--- src/rtl/adc_conv_pkg.sv ---
package adc_conv_pkg;

    typedef enum logic [1:0] {
        ST_IDLE  = 2'd0,
        ST_CONV  = 2'd1,
        ST_SHIFT = 2'd2,
        ST_QUIET = 2'd3
    } conv_state_e;

endpackage

--- src/rtl/adc_rate_timer.sv ---
module adc_rate_timer #(
    parameter int RATE_CYC = 125
) (
    input  logic clk,
    input  logic rst_n,
    input  logic en_i,
    output logic tick_o
);
    localparam int RATE_W = (RATE_CYC > 1) ? $clog2(RATE_CYC) : 1;
    localparam logic [RATE_W-1:0] LAST_L = RATE_W'(RATE_CYC - 1);

    logic [RATE_W-1:0] cnt_q;

    always_ff @(posedge clk or negedge rst_n) begin
        if (!rst_n) begin
            cnt_q  <= '0;
            tick_o <= 1'b0;
        end else if (!en_i) begin
            cnt_q  <= '0;
            tick_o <= 1'b0;
        end else if (cnt_q == LAST_L) begin
            cnt_q  <= '0;
            tick_o <= 1'b1;
        end else begin
            cnt_q  <= cnt_q + 1'b1;
            tick_o <= 1'b0;
        end
    end

    // requests from the timer are isolated single-cycle pulses
    assert_tick_single_R10: assert property (@(posedge clk) disable iff (!rst_n)
        tick_o |=> !tick_o);

endmodule

--- src/rtl/adc_sck_deser.sv ---
module adc_sck_deser #(
    parameter int DATA_W       = 14,
    parameter int SCK_HALF_CYC = 2
) (
    input  logic              clk,
    input  logic              rst_n,
    input  logic              start_i,
    input  logic              sdo_i,
    output logic              sclk_o,
    output logic              done_o,
    output logic [DATA_W-1:0] data_o
);
    localparam int HCNT_W = $clog2(SCK_HALF_CYC + 1);
    localparam int FALL_W = $clog2(DATA_W + 1);
    localparam logic [HCNT_W-1:0] HALF_L = HCNT_W'(SCK_HALF_CYC);
    localparam logic [FALL_W-1:0] LASTF_L = FALL_W'(DATA_W - 1);

    logic              active_q;
    logic [HCNT_W-1:0] hcnt_q;
    logic [FALL_W-1:0] falls_q;
    logic [DATA_W-1:0] shreg_q;

    always_ff @(posedge clk or negedge rst_n) begin
        if (!rst_n) begin
            active_q <= 1'b0;
            hcnt_q   <= '0;
            falls_q  <= '0;
            shreg_q  <= '0;
            sclk_o   <= 1'b0;
            done_o   <= 1'b0;
            data_o   <= '0;
        end else begin
            done_o <= 1'b0;
            if (start_i) begin
                active_q <= 1'b1;
                sclk_o   <= 1'b1;
                hcnt_q   <= HCNT_W'(1);
                falls_q  <= '0;
            end else if (active_q) begin
                if (hcnt_q == HALF_L) begin
                    hcnt_q <= HCNT_W'(1);
                    if (sclk_o) begin
                        sclk_o  <= 1'b0;
                        shreg_q <= {shreg_q[DATA_W-2:0], sdo_i};
                        if (falls_q == LASTF_L) begin
                            active_q <= 1'b0;
                            done_o   <= 1'b1;
                            data_o   <= {shreg_q[DATA_W-2:0], sdo_i};
                        end else begin
                            falls_q <= falls_q + 1'b1;
                        end
                    end else begin
                        sclk_o <= 1'b1;
                    end
                end else begin
                    hcnt_q <= hcnt_q + 1'b1;
                end
            end
        end
    end

    // the word is reported on the edge of the final falling serial clock
    assert_done_on_fall_R6: assert property (@(posedge clk) disable iff (!rst_n)
        done_o |-> ($fell(sclk_o) && !sclk_o));

    // a new burst is never requested while one is still running
    assert_no_restart_R4: assert property (@(posedge clk) disable iff (!rst_n)
        start_i |-> !active_q);

endmodule

--- src/rtl/adc_conv_ctrl.sv ---
module adc_conv_ctrl
    import adc_conv_pkg::*;
#(
    parameter int DATA_W           = 14,
    parameter int CNV_HIGH_CYC     = 3,
    parameter int CONV_TURBO_CYC   = 80,
    parameter int CONV_NORMAL_CYC  = 105,
    parameter int CYCLE_TURBO_CYC  = 100,
    parameter int CYCLE_NORMAL_CYC = 125,
    parameter int QUIET_CYC        = 5,
    parameter int SCK_HALF_CYC     = 2,
    parameter int RATE_CYC         = 125
) (
    input  logic              clk,
    input  logic              rst_n,
    input  logic              start_i,
    input  logic              auto_en_i,
    input  logic              turbo_i,
    input  logic              sdo_i,
    output logic              cnv_o,
    output logic              sclk_o,
    output logic              done_o,
    output logic [DATA_W-1:0] data_o,
    output logic              overrun_o
);
    localparam int CYC_MAX  = (CYCLE_TURBO_CYC > CYCLE_NORMAL_CYC) ? CYCLE_TURBO_CYC : CYCLE_NORMAL_CYC;
    localparam int CONV_MAX = (CONV_TURBO_CYC > CONV_NORMAL_CYC) ? CONV_TURBO_CYC : CONV_NORMAL_CYC;
    localparam int ELAP_MAX = (CYC_MAX > CONV_MAX) ? CYC_MAX : CONV_MAX;
    localparam int ELAP_W   = $clog2(ELAP_MAX + 1);
    localparam int QCNT_W   = $clog2(QUIET_CYC + 1);

    localparam logic [ELAP_W-1:0] ELAP_MAX_L = ELAP_W'(ELAP_MAX);
    localparam logic [ELAP_W-1:0] CNVH_L     = ELAP_W'(CNV_HIGH_CYC);
    localparam logic [ELAP_W-1:0] CONV_T_L   = ELAP_W'(CONV_TURBO_CYC);
    localparam logic [ELAP_W-1:0] CONV_N_L   = ELAP_W'(CONV_NORMAL_CYC);
    localparam logic [ELAP_W-1:0] CYC_T_L    = ELAP_W'(CYCLE_TURBO_CYC);
    localparam logic [ELAP_W-1:0] CYC_N_L    = ELAP_W'(CYCLE_NORMAL_CYC);
    localparam logic [QCNT_W-1:0] QUIET_L    = QCNT_W'(QUIET_CYC);

    conv_state_e       state_q, state_nx;
    logic [ELAP_W-1:0] elapsed_q;
    logic [ELAP_W-1:0] cyc_lat_q;
    logic [ELAP_W-1:0] conv_lat_q;
    logic [QCNT_W-1:0] qcnt_q;
    logic              tick;
    logic              trig;
    logic              start_ok;
    logic              accept;
    logic              go_shift;
    logic              rx_done;

    adc_rate_timer #(
        .RATE_CYC (RATE_CYC)
    ) u_rate (
        .clk    (clk),
        .rst_n  (rst_n),
        .en_i   (auto_en_i),
        .tick_o (tick)
    );

    adc_sck_deser #(
        .DATA_W       (DATA_W),
        .SCK_HALF_CYC (SCK_HALF_CYC)
    ) u_deser (
        .clk     (clk),
        .rst_n   (rst_n),
        .start_i (go_shift),
        .sdo_i   (sdo_i),
        .sclk_o  (sclk_o),
        .done_o  (rx_done),
        .data_o  (data_o)
    );

    assign done_o = rx_done;
    assign trig   = start_i | tick;

    always_comb begin
        start_ok = 1'b0;
        if (elapsed_q >= cyc_lat_q) begin
            start_ok = (state_q == ST_IDLE) || ((state_q == ST_QUIET) && (qcnt_q >= QUIET_L));
        end
    end

    assign accept   = trig && start_ok;
    assign go_shift = (state_q == ST_CONV) && (elapsed_q == conv_lat_q);

    always_comb begin
        state_nx = state_q;
        unique case (state_q)
            ST_IDLE:  if (accept)   state_nx = ST_CONV;
            ST_CONV:  if (go_shift) state_nx = ST_SHIFT;
            ST_SHIFT: if (rx_done)  state_nx = ST_QUIET;
            ST_QUIET: begin
                if (accept)                 state_nx = ST_CONV;
                else if (qcnt_q >= QUIET_L) state_nx = ST_IDLE;
            end
            default:  state_nx = ST_IDLE;
        endcase
    end

    always_ff @(posedge clk or negedge rst_n) begin
        if (!rst_n) state_q <= ST_IDLE;
        else        state_q <= state_nx;
    end

    always_ff @(posedge clk or negedge rst_n) begin
        if (!rst_n) begin
            elapsed_q  <= ELAP_MAX_L;
            cyc_lat_q  <= '0;
            conv_lat_q <= CONV_N_L;
            qcnt_q     <= '0;
            cnv_o      <= 1'b0;
            overrun_o  <= 1'b0;
        end else begin
            if (accept) begin
                elapsed_q  <= ELAP_W'(1);
                cnv_o      <= 1'b1;
                cyc_lat_q  <= turbo_i ? CYC_T_L : CYC_N_L;
                conv_lat_q <= turbo_i ? CONV_T_L : CONV_N_L;
            end else begin
                if (elapsed_q < ELAP_MAX_L) elapsed_q <= elapsed_q + 1'b1;
                if ((state_q == ST_CONV) && (elapsed_q == CNVH_L)) cnv_o <= 1'b0;
            end
            if (trig && !start_ok) overrun_o <= 1'b1;
            if ((state_q == ST_SHIFT) && rx_done) qcnt_q <= QCNT_W'(2);
            else if ((state_q == ST_QUIET) && (qcnt_q < QUIET_L)) qcnt_q <= qcnt_q + 1'b1;
        end
    end

    // convert edges respect the minimum cycle time of the previous mode
    assert_cnv_spacing_R7: assert property (@(posedge clk) disable iff (!rst_n)
        $rose(cnv_o) |-> ($past(elapsed_q) >= $past(cyc_lat_q)));

    // a convert edge follows the last serial fall by the quiet gap
    assert_cnv_quiet_R8: assert property (@(posedge clk) disable iff (!rst_n)
        $rose(cnv_o) |-> (($past(state_q) == ST_IDLE) || ($past(qcnt_q) >= QUIET_L)));

    // the serial clock never toggles high while the strobe is high
    assert_sclk_cnv_apart_R4: assert property (@(posedge clk) disable iff (!rst_n)
        sclk_o |-> !cnv_o);

    // the overrun flag is sticky
    assert_overrun_sticky_R9: assert property (@(posedge clk) disable iff (!rst_n)
        overrun_o |=> overrun_o);

    // done is a single-cycle pulse
    assert_done_pulse_R6: assert property (@(posedge clk) disable iff (!rst_n)
        done_o |=> !done_o);

endmodule

--- config.mk ---
export PLATFORM = sky130hd
export DESIGN_NAME = adc_conv_ctrl
export DESIGN_NICKNAME = d
export VERILOG_FILES = /design/src/rtl/adc_conv_pkg.sv /design/src/rtl/adc_rate_timer.sv /design/src/rtl/adc_sck_deser.sv /design/src/rtl/adc_conv_ctrl.sv
export SDC_FILE = /design/constraint.sdc
export NUM_CORES = 1
export LEC_CHECK = 0
export CORE_UTILIZATION = 35
export DETAILED_ROUTE_END_ITERATION = 8
export SLEW_MARGIN = 25
export SYNTH_ARGS = -nofsm -noshare
export SYNTH_HDL_FRONTEND = slang
export SYNTH_HIERARCHICAL = 1
export SYNTH_SLANG_ARGS = --single-unit
--- constraint.sdc ---
create_clock -name clk -period 7.8 [get_ports clk]
set_clock_uncertainty 0.05 [all_clocks]
set_input_delay 1.56 -clock clk [delete_from_list [all_inputs] [get_ports clk]]
set_output_delay 1.56 -clock clk [all_outputs]
set_load 0.02 [all_outputs]
==> impl_metrics.json <==
{
  "cp_slowest_cell": "clkdlybuf4s50_1",
  "path_cells": "clkdlybuf4s50_1",
  "root_buffer": "clkbuf_8",
  "antenna_found_initial": 0,
  "tns_ns": 0,
  "critPathBufInv": 1,
  "power.density_nw_per_um2": 294,
  "whs_ns": 0.414,
  "post_drt_wl_per_cell_um": 13.4,
  "drtIter0Drc": 63,
  "crit_fanout": 5,
  "synth_area_per_cell_um2": 11.8,
  "critical_path_class": "reg2out",
  "yosys.area_share.simple_pct": 14.8,
  "final_common_cell": "dfrtp_1",
  "start_util_pct": 36.8,
  "maxCapViolCount": 0,
  "syn-cell-area_um2": 3070,
  "rr_startpoint": "elapsed_q[3]",
  "async_flop_share_pct": 100,
  "core_area_um2": 8340,
  "grt_pass1_wl_um": 9530,
  "reg2reg_to": "u_deser/data_o[2]",
  "yosys_most_used_dff": "dfrtp_1",
  "synth_warnings": 6,
  "path_delay_family": "buffers and inverters",
  "cts_max_level": 3,
  "io_pins": 24,
  "cellInternalPower_uw": 693,
  "clk_pin_slew_ns": 0.07,
  "min_period_ns": 3.04,
  "postRouteAntennaNets": 0,
  "cts_made_buffers": 9,
  "final_hold_viol_count": 0,
  "grt_start_max_net_pins": 63,
  "cts_tree": "done",
  "drt-met1-wl_um": 2670,
  "num-nets-final": 312,
  "syn-num-nets": 283,
  "ys_types": 54,
  "crit_path_max_incr_delay_ns": 0.65,
  "antenna_cells": 0,
  "track_usage_pct": 13.8,
  "crit_arrival_ns": 1.43,
  "area_growth_pct": 17.3,
  "min_period_over_period_pct": 39.0,
  "critPathLaunchType": "register",
  "hold_class": "reg2reg",
  "die_h_um": 95.7,
  "min_from": "overrun_o",
  "drt-total-wl_um": 5350,
  "met2WireLength_um": 2470,
  "synth_compound_area_share_pct": 9.57,
  "final-setup-viol-count": 0,
  "synthAdderAreaFrac_pct": 6.92,
  "hold_buffers": 0,
  "ff2ff_setup_slack_ns": 5.04,
  "std_cell_rows": 33,
  "synth_edf_count": 0,
  "port_buffers": 23,
  "grt_pass1_vias": 2003,
  "layout_common_cells": "dfrtp_1, mux2_2, clkdlybuf4s50_1",
  "dp.final_hpwl_um": 3500,
  "fmax_mhz": 329,
  "hold_depth": 1,
  "ys_seq_area_share_pct": 50.8,
  "worstPathRequired_ns": 6.19,
  "ir_worst_vdd_mv": 0.0834,
  "cts_resized": 0,
  "synth_cells": 260,
  "p_clk_share_pct": 27.4,
  "synth_top_family_by_area": "simple AND/OR/NAND/NOR gates",
  "routed.top_layer": "met4",
  "viasPerCell": 4.97,
  "p_leak_uw": 0.00163,
  "cts_buffer_depth": 2,
  "insertion_delay_ns": 0.34,
  "post_route_cells_drive_above_1_share_pct": 22.4,
  "die-area_um2": 9160,
  "vias": 1982,
  "gp_congestion": 0.715,
  "status": "finished clean",
  "synthMuxAreaShare_pct": 11.6,
  "ys_ff_latch": 62,
  "slew_violations": 0,
  "hold_path_end": "overrun_o",
  "r2r_cells": 6,
  "remaining_drc_errors": 0,
  "rsz0062_at_grt": "no",
  "pwr-share-seq_pct": 45.2,
  "drtPass1Iterations": 5,
  "multi_input_area_um2": 1390,
  "dieWidth_um": 95.7,
  "clock-sinks": 62,
  "relSlewSlack_pct": 47.5,
  "overflow": 0,
  "p_switching_uw": 367,
  "synth_xor_area_share_pct": 2.28,
  "fillers": 802,
  "wl_met3_um": 146,
  "post_cts_buffers": 0,
  "combPwrFrac_pct": 27.4,
  "tightest_slew_ns": 0.788,
  "p_sw_share_pct": 34.6,
  "end_kind": "output pin",
  "seq_area_um2": 1560
}
-- cells in the mapped netlist, types with 3 or more instances --
cell | count | area share [%]
mux2i_1 | 3 | 0.98
nand4_1 | 4 | 0.81
o21ai_0 | 13 | 2.1
dfrtp_1 | 55 | 45
xor2_1 | 6 | 1.7
inv_1 | 19 | 2.3
nand2_1 | 8 | 0.98
dfstp_2 | 7 | 6.0
mux2_2 | 27 | 9.9
nand3_1 | 14 | 2.3
nor2_1 | 16 | 2.0
ha_1 | 17 | 6.9
a21oi_1 | 10 | 1.6
nand2b_1 | 7 | 1.4
buf_6 | 3 | 1.1
nor3_1 | 5 | 0.81
-- metrics by stage --
step / power [uW] / area, um2 / util (%) / cells / setup slack, ns
6_report: 1060 / 3610 / 43.2 / 399 / 4.76
5_1_grt: 1150 / 3610 / 43.2 / 399 / 4.67
4_1_cts: 1080 / 3590 / 43.1 / 398 / 4.71
3_5_place_dp: 775 / 3380 / 40.6 / 382 / 4.56
3_3_place_gp: 764 / 3380 / 40.6 / 382 / 4.60
2_1_floorplan: 704 / 3070 / - / 260 / 5.23
-- kinds of logic after synthesis --
group,Yosys count
adder cells (fa/ha/maj),17
buffers and inverters,26
flip-flops,62
multiplexers,32
AND/OR/NAND/NOR,75
AO/OA/AOI/OAI,40
XOR/XNOR,8
-- power groups by stage --
stage	Combinational (uW)	Sequential, uW	Clock (uW)
6_report	291	478	290
5_1_grt	339	492	318
4_1_cts	294	479	303
3_5_place_dp	291	484	0
3_3_place_gp	282	482	0
2_1_floorplan	253	451	0
-- area by class of cell --
class | instances | share of cell area (%)
Sequential cell | 62 | 43.3
Multi-Input combinational cell | 172 | 38.7
Timing Repair Buffer | 25 | 6.66
Clock buffer | 10 | 3.82
Tap cell | 105 | 3.64
Clock inverter | 6 | 1.98
Inverter | 19 | 1.98
-- state kept, by name, indices dropped and copies added (netlist names) --
signal and count:
u_deser/falls_q 4, u_deser/hcnt_q 2, qcnt_q 3, u_deser/sclk_o 1
u_deser/done_o 1, cyc_lat_q 2, elapsed_q 7, u_deser/data_o 14
cnv_o 1, state_q 2, u_deser/shreg_q 13, u_rate/cnt_q 7
overrun_o 1, u_rate/tick_o 1, conv_lat_q 2, u_deser/active_q 1
-- per-layer routing --
metal | track usage (%) | vias up
met5 | 0 | -
met4 | 4.85 | 0
met3 | 4.74 | 5
met2 | 21.2 | 19
met1 | 18.0 | 973
li1 | - | 985
-- worst max path at each step --
stage | from | end | slack, ns | cells past startpoint
global placement | start_i | state_q[0] | 4.60 | 5
floorplan | start_i | cyc_lat_q[2] | 5.23 | 4
global route | u_deser/sclk_o | sclk_o | 4.67 | 1
detailed placement | start_i | state_q[0] | 4.56 | 5
CTS | u_deser/done_o | done_o | 4.71 | 1
finish | u_deser/done_o | done_o | 4.76 | 1
(Power assumes the default switching activity.)
